## src/rtl/rst_pulse_pkg.sv

```systemverilog
package rst_pulse_pkg;
  localparam logic [7:0] KEY_ACT_HIGH   = 8'hA5;
  localparam logic [7:0] KEY_ACT_LOW    = 8'h5A;
  localparam logic [7:0] KEY_PUSH_PULL  = 8'hA8;
  localparam logic [7:0] KEY_OPEN_DRAIN = 8'h8A;

  // strobes from the controller into the datapath
  typedef struct packed {
    logic load;    // capture the length into the down-counter
    logic step;    // decrement on a tick
    logic finish;  // last tick of the pulse
  } pulseCtl_t;
endpackage

```

## src/rtl/rst_pulse_ctrl.sv

```systemverilog
module rst_pulse_ctrl
  import rst_pulse_pkg::*;
(
  input  logic      clk,
  input  logic      rstN,
  input  logic      expire,
  input  logic      tick,
  input  logic      cntZero,
  output pulseCtl_t ctl,
  output logic      busy
);
  typedef enum logic {IDLE, DRIVE} state_t;
  state_t stateQ, stateD;

  always_comb begin
    ctl        = '0;
    stateD     = stateQ;
    ctl.load   = (stateQ == IDLE) && expire;
    ctl.step   = (stateQ == DRIVE) && tick && !cntZero;
    ctl.finish = (stateQ == DRIVE) && tick && cntZero;
    if (ctl.load)   stateD = DRIVE;
    if (ctl.finish) stateD = IDLE;
  end

  always_ff @(posedge clk or negedge rstN) begin
    if (!rstN) stateQ <= IDLE;
    else       stateQ <= stateD;
  end

  assign busy = (stateQ == DRIVE);

  // the pulse is released right after its last tick
  a_r3_release: assert property (@(posedge clk) disable iff (!rstN)
    ctl.finish |=> !busy);
  // an expiry inside a pulse does not restart it
  a_r8_no_rearm: assert property (@(posedge clk) disable iff (!rstN)
    busy && expire |-> !ctl.load);
endmodule

```

## src/rtl/rst_pulse_dp.sv

```systemverilog
module rst_pulse_dp
  import rst_pulse_pkg::*;
#(
  parameter int REG_BITS      = 32,
  parameter int WIDTH_BITS    = 20,
  parameter logic [WIDTH_BITS-1:0] DEFAULT_LEN = 'hFF
) (
  input  logic                clk,
  input  logic                rstN,
  input  logic                regWrEn,
  input  logic [REG_BITS-1:0] regWrData,
  output logic [REG_BITS-1:0] regRdData,
  input  pulseCtl_t           ctl,
  input  logic                busy,
  output logic                cntZero,
  output logic                pinOut,
  output logic                pinOe
);
  localparam int PAD_BITS = REG_BITS - 2 - WIDTH_BITS;
  localparam int GAP_BITS = REG_BITS - 8 - WIDTH_BITS;

  logic [WIDTH_BITS-1:0] lenQ;
  logic [WIDTH_BITS-1:0] cntQ;
  logic                  actHighQ;
  logic                  pushPullQ;
  logic [7:0]            keyByte;

  assign keyByte = regWrData[REG_BITS-1 -: 8];

  generate
    if (GAP_BITS > 0) begin : g_gap
      logic wrUnused;
      assign wrUnused = ^regWrData[REG_BITS-9:WIDTH_BITS];
    end
  endgenerate

  // guarded configuration register
  always_ff @(posedge clk or negedge rstN) begin
    if (!rstN) begin
      lenQ      <= DEFAULT_LEN;
      actHighQ  <= 1'b0;
      pushPullQ <= 1'b0;
    end else if (regWrEn) begin
      lenQ <= regWrData[WIDTH_BITS-1:0];
      case (keyByte)
        KEY_ACT_HIGH:   actHighQ  <= 1'b1;
        KEY_ACT_LOW:    actHighQ  <= 1'b0;
        KEY_PUSH_PULL:  pushPullQ <= 1'b1;
        KEY_OPEN_DRAIN: pushPullQ <= 1'b0;
        default: ;
      endcase
    end
  end

  assign regRdData = {actHighQ, pushPullQ, {PAD_BITS{1'b0}}, lenQ};

  // pulse down-counter
  always_ff @(posedge clk or negedge rstN) begin
    if (!rstN)         cntQ <= '0;
    else if (ctl.load) cntQ <= lenQ;
    else if (ctl.step) cntQ <= cntQ - 1'b1;
  end

  assign cntZero = (cntQ == '0);

  // pin drive
  assign pinOut = busy ? actHighQ : !actHighQ;
  assign pinOe  = pushPullQ || busy;

  // each write lands in the length field
  a_r2_len_write: assert property (@(posedge clk) disable iff (!rstN)
    regWrEn |=> lenQ == $past(regWrData[WIDTH_BITS-1:0]));
  // the counter starts from the programmed length
  a_r3_load_len: assert property (@(posedge clk) disable iff (!rstN)
    ctl.load |=> cntQ == $past(lenQ));
  // the counter moves only on load or on a tick
  a_r9_count_hold: assert property (@(posedge clk) disable iff (!rstN)
    !ctl.load && !ctl.step |=> $stable(cntQ));
  // the high-polarity key sets the flag
  a_r4_key_high: assert property (@(posedge clk) disable iff (!rstN)
    regWrEn && keyByte == KEY_ACT_HIGH |=> actHighQ);
  // other top bytes leave both flags alone
  a_r6_no_key: assert property (@(posedge clk) disable iff (!rstN)
    regWrEn && keyByte != KEY_ACT_HIGH && keyByte != KEY_ACT_LOW &&
    keyByte != KEY_PUSH_PULL && keyByte != KEY_OPEN_DRAIN
    |=> $stable(actHighQ) && $stable(pushPullQ));
  // open-drain only enables the pin during a pulse
  a_r7_od_release: assert property (@(posedge clk) disable iff (!rstN)
    pinOe && !pushPullQ |-> busy && pinOut == actHighQ);
endmodule

```

## src/rtl/rst_pulse_gen.sv

```systemverilog
module rst_pulse_gen
  import rst_pulse_pkg::*;
#(
  parameter int REG_BITS   = 32,
  parameter int WIDTH_BITS = 20
) (
  input  logic                clk,
  input  logic                rstN,
  input  logic                regWrEn,
  input  logic [REG_BITS-1:0] regWrData,
  output logic [REG_BITS-1:0] regRdData,
  input  logic                tick,
  input  logic                expire,
  output logic                pinOut,
  output logic                pinOe
);
  pulseCtl_t ctl;
  logic      busy;
  logic      cntZero;

  rst_pulse_ctrl u_ctrl (
    .clk     (clk),
    .rstN    (rstN),
    .expire  (expire),
    .tick    (tick),
    .cntZero (cntZero),
    .ctl     (ctl),
    .busy    (busy)
  );

  rst_pulse_dp #(
    .REG_BITS   (REG_BITS),
    .WIDTH_BITS (WIDTH_BITS)
  ) u_dp (
    .clk       (clk),
    .rstN      (rstN),
    .regWrEn   (regWrEn),
    .regWrData (regWrData),
    .regRdData (regRdData),
    .ctl       (ctl),
    .busy      (busy),
    .cntZero   (cntZero),
    .pinOut    (pinOut),
    .pinOe     (pinOe)
  );
endmodule

```

## config.mk

```make
export PLATFORM = sky130hd
export DESIGN_NAME = rst_pulse_gen
export DESIGN_NICKNAME = d
export VERILOG_FILES = /design/src/rtl/rst_pulse_pkg.sv /design/src/rtl/rst_pulse_ctrl.sv /design/src/rtl/rst_pulse_dp.sv /design/src/rtl/rst_pulse_gen.sv
export SDC_FILE = /design/constraint.sdc
export NUM_CORES = 1
export LEC_CHECK = 0
export BUFFER_PORTS_ARGS = -buffer_cell sky130_fd_sc_hd__buf_2
export CAP_MARGIN = 20
export CORE_ASPECT_RATIO = 1.5
export CORE_UTILIZATION = 55
export DETAILED_ROUTE_END_ITERATION = 6
export PLACE_DENSITY = 0.91
export SETUP_SLACK_MARGIN = 0.05
export SLEW_MARGIN = 10
export SYNTH_ARGS = -nofsm -noshare
export SYNTH_HDL_FRONTEND = slang
export SYNTH_SLANG_ARGS = --single-unit
```

## constraint.sdc

```tcl
create_clock -name clk -period 6.7 [get_ports clk]
set_input_delay 0 -clock clk [delete_from_list [all_inputs] [get_ports clk]]
set_output_delay 0 -clock clk [all_outputs]
set_load 0.05 [all_outputs]
```

-- Word level (Yosys, flattened, before mapping)
Cells that the tools add are included.
- add/subtract/negate cells: 1
- equality and inequality tests: 4
- mux-type cells: 7
- bitwise logic cells: 1
- reductions and logical operators: 14
- operator list (cell ; count):
    20-bit 2-to-1 mux ; 2
    8-bit equality test (second input constant) ; 3
    20-bit logical NOT ; 1
    20-bit by 1-bit subtractor with 20-bit output (second input constant) ; 1
    8-bit by 7-bit equality test with 1-bit output (second input constant) ; 1
    2-bit nonzero test ; 4
    1-bit logical AND ; 4
    1-bit case mux with 2 select lines ; 2
    2-bit AND reduction ; 2
    1-bit 2-to-1 mux ; 3
    1-bit logical NOT ; 2
    1-bit logical OR ; 1
    1-bit NOT ; 1
- bits in registers: 43
- input port bits: 37
- output and inout bits: 34
- word-level logic and storage cells: 32

-- Depth between registers and ports, before layout
- word-level depth: 5
- mapped depth: 7
- gate-level depth less buffers: 7

-- Modules after synthesis
Synthesis repeated with hierarchy kept, for this count alone.
- cells, all modules: 209
- area total of the unflattened synthesis: 2223.4 µm²
- by module, submodules not included (module ; instances ; cells each ; area an instance (µm²) ; seq. area each (µm²)):
    rst_pulse_dp ; 1 ; 202 ; 2160.8 ; 1061.0
    rst_pulse_ctrl ; 1 ; 7 ; 62.6 ; 25.0

-- Least setup slack after synthesis
Ideal clock, no wire load.
- path type: reg-to-reg
- start: register u_dp.cntQ[9]
- end: register u_dp.cntQ[18]
- arrival: 2.044 ns
- data required time: 6.576 ns
- path slack: 4.532 ns
- stages on the path, launching flop included: 7
- path buffers: 1
- period minus slack after synthesis: 2.168 ns
- cell sequence: dfrtp_1 -> or4_1 -> buf_2 -> or4_4 -> nor3_2 -> a31oi_1 -> a211o_1
- cells in the longest elaborated chain, start to end: 4
- ends and longest elaborated chain (element ; line ; RTL):
    start: declaration ; rst_pulse_dp.sv:23 ; logic [WIDTH_BITS-1:0] cntQ;
    start signal: assignment ; rst_pulse_dp.sv:60 ; else if (ctl.load) cntQ <= lenQ;
    start signal: assignment ; rst_pulse_dp.sv:61 ; else if (ctl.step) cntQ <= cntQ - 1'b1;
    branches (longest 4 deep; another with 20-bit by 1-bit subtractor with 20-bit output) ; - ;
Several ways; the timed one is not identified. The select of a mux whose other input is x is not followed.
A chain may end at the register's enable or synchronous reset.

-- Worst setup path after layout
- start: register u_dp.cntQ[9]
- end: register u_ctrl.stateQ (netlist: u_ctrl.busy)
- cells in the longest elaborated chain, start to end: 3
- ends and longest elaborated chain (element ; line ; RTL):
    20-bit logical NOT (*) ; rst_pulse_dp.sv:64 ; assign cntZero = (cntQ == '0);
    1-bit logical AND (*) ; rst_pulse_ctrl.sv:20 ; ctl.finish = (stateQ == DRIVE) && tick && cntZero;
    1-bit 2-to-1 mux or 2-bit nonzero test (tied branches) ; - ;
    end signal: assignment ; rst_pulse_ctrl.sv:27 ; else stateQ <= stateD;
    end: declaration ; rst_pulse_ctrl.sv:13 ; state_t stateQ, stateD;
Every way passes the cells marked *; elsewhere a longest branch is shown, timed or not.

==> impl_metrics.py <==
metrics = {
    "route": {
        "first_pass_iters": 4,
        "routedWlPerCell_um": 16.3,
        "detail-route-antenna-nets": 0,
        "vias": 2158,
        "via_per_inst": 6.18,
        "drc": 0,
        "wirelength_um": 5680,
        "drt_iter0_markers": 135,
    },
    "yosys": {
        "synth-compound-area-share_pct": 12.6,
        "synth-simple-area-share_pct": 22.2,
        "synth-edff-count": 0,
        "yosysTopAreaCell": "dfrtp_1",
        "syn_area_per_cell_um2": 10.3,
        "synth_mux_area_share_pct": 10.5,
        "synth.most_common_cell": "dfrtp_1",
        "synth_commonest_cells": "dfrtp_1 (35), mux2_2 (20), nand2_1 (16)",
        "yosysSeqAreaShare_pct": 46.4,
        "syn_inst": 228,
        "ys_types": 48,
        "yosys_warnings": 0,
        "netlist.area_leader.share_pct": 37.4,
        "synth_fa_ha_area_share_pct": 1.07,
        "synth_xor_area_share_pct": 0.374,
        "ys_async_sr_fraction_pct": 100,
        "synth.area.top_cells": "dfrtp_1 (37%), mux2_2 (9.6%), dfstp_2 (9.0%)",
        "netlist_area_mm2": 0.00234,
        "synth_seq_cells": 43,
        "synth_top_family_by_area": "simple AND/OR/NAND/NOR gates",
        "synthFlopType": "dfrtp_1",
    },
    "cells_and_area": {
        "drive_gt1_share_pct": 33.2,
        "stdcell_area_mm2": 0.00297,
        "num_antenna_cells": 0,
        "area_growth_pct": 26.8,
        "fin_nets": 342,
        "post-route-util_pct": 74.3,
    },
    "die": {
        "num_rows": 28,
        "core_area_mm2": 0.00399,
        "die-width_um": 55.3,
        "die_h_um": 81.9,
        "initial_core_util_pct": 58.6,
        "dieArea_mm2": 0.00452,
        "ioPinCount": 71,
    },
    "timing": {
        "setup-tns-final_ns": 0,
        "slew_headroom_pct": 37.9,
        "max_freq_mhz": 367,
        "setup_viol": 0,
        "final_hold_viol_count": 0,
        "drv_slew": 0,
        "worst_pin_slew_ns": 0.932,
        "post-route-period-util_pct": 40.6,
        "clock_skew_ns": 0.00543,
        "rsz0062_at_grt": "false",
        "fin_ws_ns": 3.98,
        "post-route-min-period_ns": 2.72,
    },
    "critical_path": {
        "critPathLaunchType": "flop",
        "end_kind": "flop",
        "cp.required_ns": 6.89,
        "critPathKind": "flop to flop",
        "arrival_ns": 2.92,
        "worstPathMaxFanout": 8,
    },
    "flow_run": {
        "drv_cap": 0,
    },
    "clock_tree": {
        "clock_latency_ns": 0.31,
        "clock-root-buffer": "clkbuf_8",
        "clk_pin_slew_worst_paths_ns": 0.08,
        "numCtsBuffers": 5,
        "htreeDepth": 2,
        "numClockSinks": 43,
        "tritoncts": "done",
        "clk_path_buf_depth": 2,
    },
    "global_routing": {
        "grt_use_met3_pct": 6.30,
        "grt_max_degree": 44,
        "use_met1_pct": 30.9,
        "grt_pass1_wl_um": 9630,
        "grt_overflow": 0,
        "grt.busiest_layer": "met2",
        "antenna_found_initial": 0,
        "grt_util_met2_pct": 48.1,
        "grt.total_usage_pct": 27.0,
        "first_global_vias": 2148,
    },
    "placed_design": {
        "hpwl_um": 3450,
        "dpl_worst_slack_ns": 4.24,
        "port_buffers": 56,
        "place_congestion": 0.843,
        "placed_area_mm2": 0.00257,
    },
    "pwr": {
        "ir_drop_mv": 0.312,
        "power.leakage_nw": 1.26,
        "power.density_mw_per_mm2": 301,
    },
    "outcome": {
        "status": "finished, final reports clean",
    },
    "hold_path": {
        "hp-class": "input pin to flop",
    },
}
==> power breakdown <==
part | switching [mW] | internal (mW) | total [mW] | leakage (nW)
Clock | 0.0975 | 0.149 | 0.246 | 0.0644
Sequential | 0.0694 | 0.319 | 0.388 | 0.502
Combinational | 0.159 | 0.101 | 0.260 | 0.698
Total | 0.326 | 0.568 | 0.894 | 1.26
==> sequential cells by signal (all words and copies together) (netlist names) <==
| name | flops |
|---|---|
| u_dp.actHighQ | 1 |
| u_ctrl.busy | 1 |
| u_dp.cntQ | 20 |
| u_dp.pushPullQ | 1 |
| u_dp.lenQ | 20 |
==> worst max-delay path, cell delays in order, from the launching register on <==
cell	delay, ns
dfrtp_1	0.45
or4_1	0.71
or4_4	0.50
nor3_2	0.23
a41oi_1	0.13
dlygate4sd3_1	0.58
==> path summary, 6_finish.rpt <==
| kind | startpoint | endpoint | slack (ns) | cells past startpoint |
|---|---|---|---|---|
| max in group asynchronous | rstN | u_dp.lenQ[12]$_DFFE_PN0P_ | 5.75 | 2 |
| max | u_dp.cntQ[9]$_DFFE_PN0P_ | u_ctrl.busy$_DFFE_PN0P_ | 3.98 | 5 |
| min reg2reg | u_dp.lenQ[12]$_DFFE_PN0P_ | u_dp.cntQ[12]$_DFFE_PN0P_ | 0.50 | 2 |
| min in group asynchronous | rstN | u_dp.lenQ[18]$_DFFE_PN0P_ | 0.38 | 2 |
| min | regWrData[31] | u_dp.actHighQ$_DFFE_PN0P_ | 0.04 | 4 |
| max reg2reg | u_dp.cntQ[9]$_DFFE_PN0P_ | u_ctrl.busy$_DFFE_PN0P_ | 3.98 | 5 |
==> cell type report <==
class | count | area, um2
Fill cell | 270 | 1030
Tap cell | 45 | 56.3
Clock inverter | 3 | 67.6
Multi-Input combinational cell | 167 | 1130
Timing Repair Buffer | 82 | 541
Inverter | 4 | 15.0
Sequential cell | 43 | 1090
Clock buffer | 5 | 68.8
==> logic make-up (layout without fill, tap and decap cells) <==
kind of cell             Yosys count  after routing
flip-flops                        43             43
AND/OR/NAND/NOR                   92             92
XOR/XNOR                           1              1
buffers and inverters             27             94
AO/OA/AOI/OAI                     40             40
multiplexers                      22             22
adder cells (fa/ha/maj)            2              2
other                              1             10
==> per-layer routing <==
layer	wire [um]	up-vias
met1	2170	1026
li1	-	983
met2	2960	131
met3	422	18
met5	0	-
met4	129	0
==> cell usage in the layout (no fill, tap or decap), types with 2 or more instances in the layout <==
cell            n
a211o_1         2
a211oi_1        2
a22oi_1         2
a31oi_1         5
a32oi_1         3
buf_2          56
bufinv_16       2
clkbuf_8        5
conb_1         10
dfrtp_1        35
dfstp_2         8
dlygate4sd3_1  26
ha_1            2
inv_1           4
mux2_2         20
mux2i_1         2
nand2_1        16
nand2b_1        2
nand3_1        13
nand4_1         2
nand4b_1        2
nor2_1         14
nor3_1         13
nor4_1          2
o211ai_1        5
o21ai_0         9
o311ai_0        4
o31ai_1         2
or2_2           2
or3_1           7
or4_1           9
==> stage by stage <==
| stage | instances | power, mW | hold slack (ns) |
|---|---|---|---|
| after detailed placement | 315 | 0.631 | 0.188 |
| after CTS | 349 | 0.885 | 0.0336 |
| final | 349 | 0.894 | 0.0442 |
| after global routing | 349 | 0.938 | 0.0961 |
| after floorplan | 237 | 0.573 | -0.296 |
| after global placement | 315 | 0.622 | 0.184 |
==> what timing repair did <==
item,in CTS,in global routing
hold buffers,26,0
resized for setup,0,0
endpoints found under the hold margin,58,0
setup endpoints to repair,0,0
setup buffers,0,0
No activity file was read; power rests on OpenSTA's default activity.
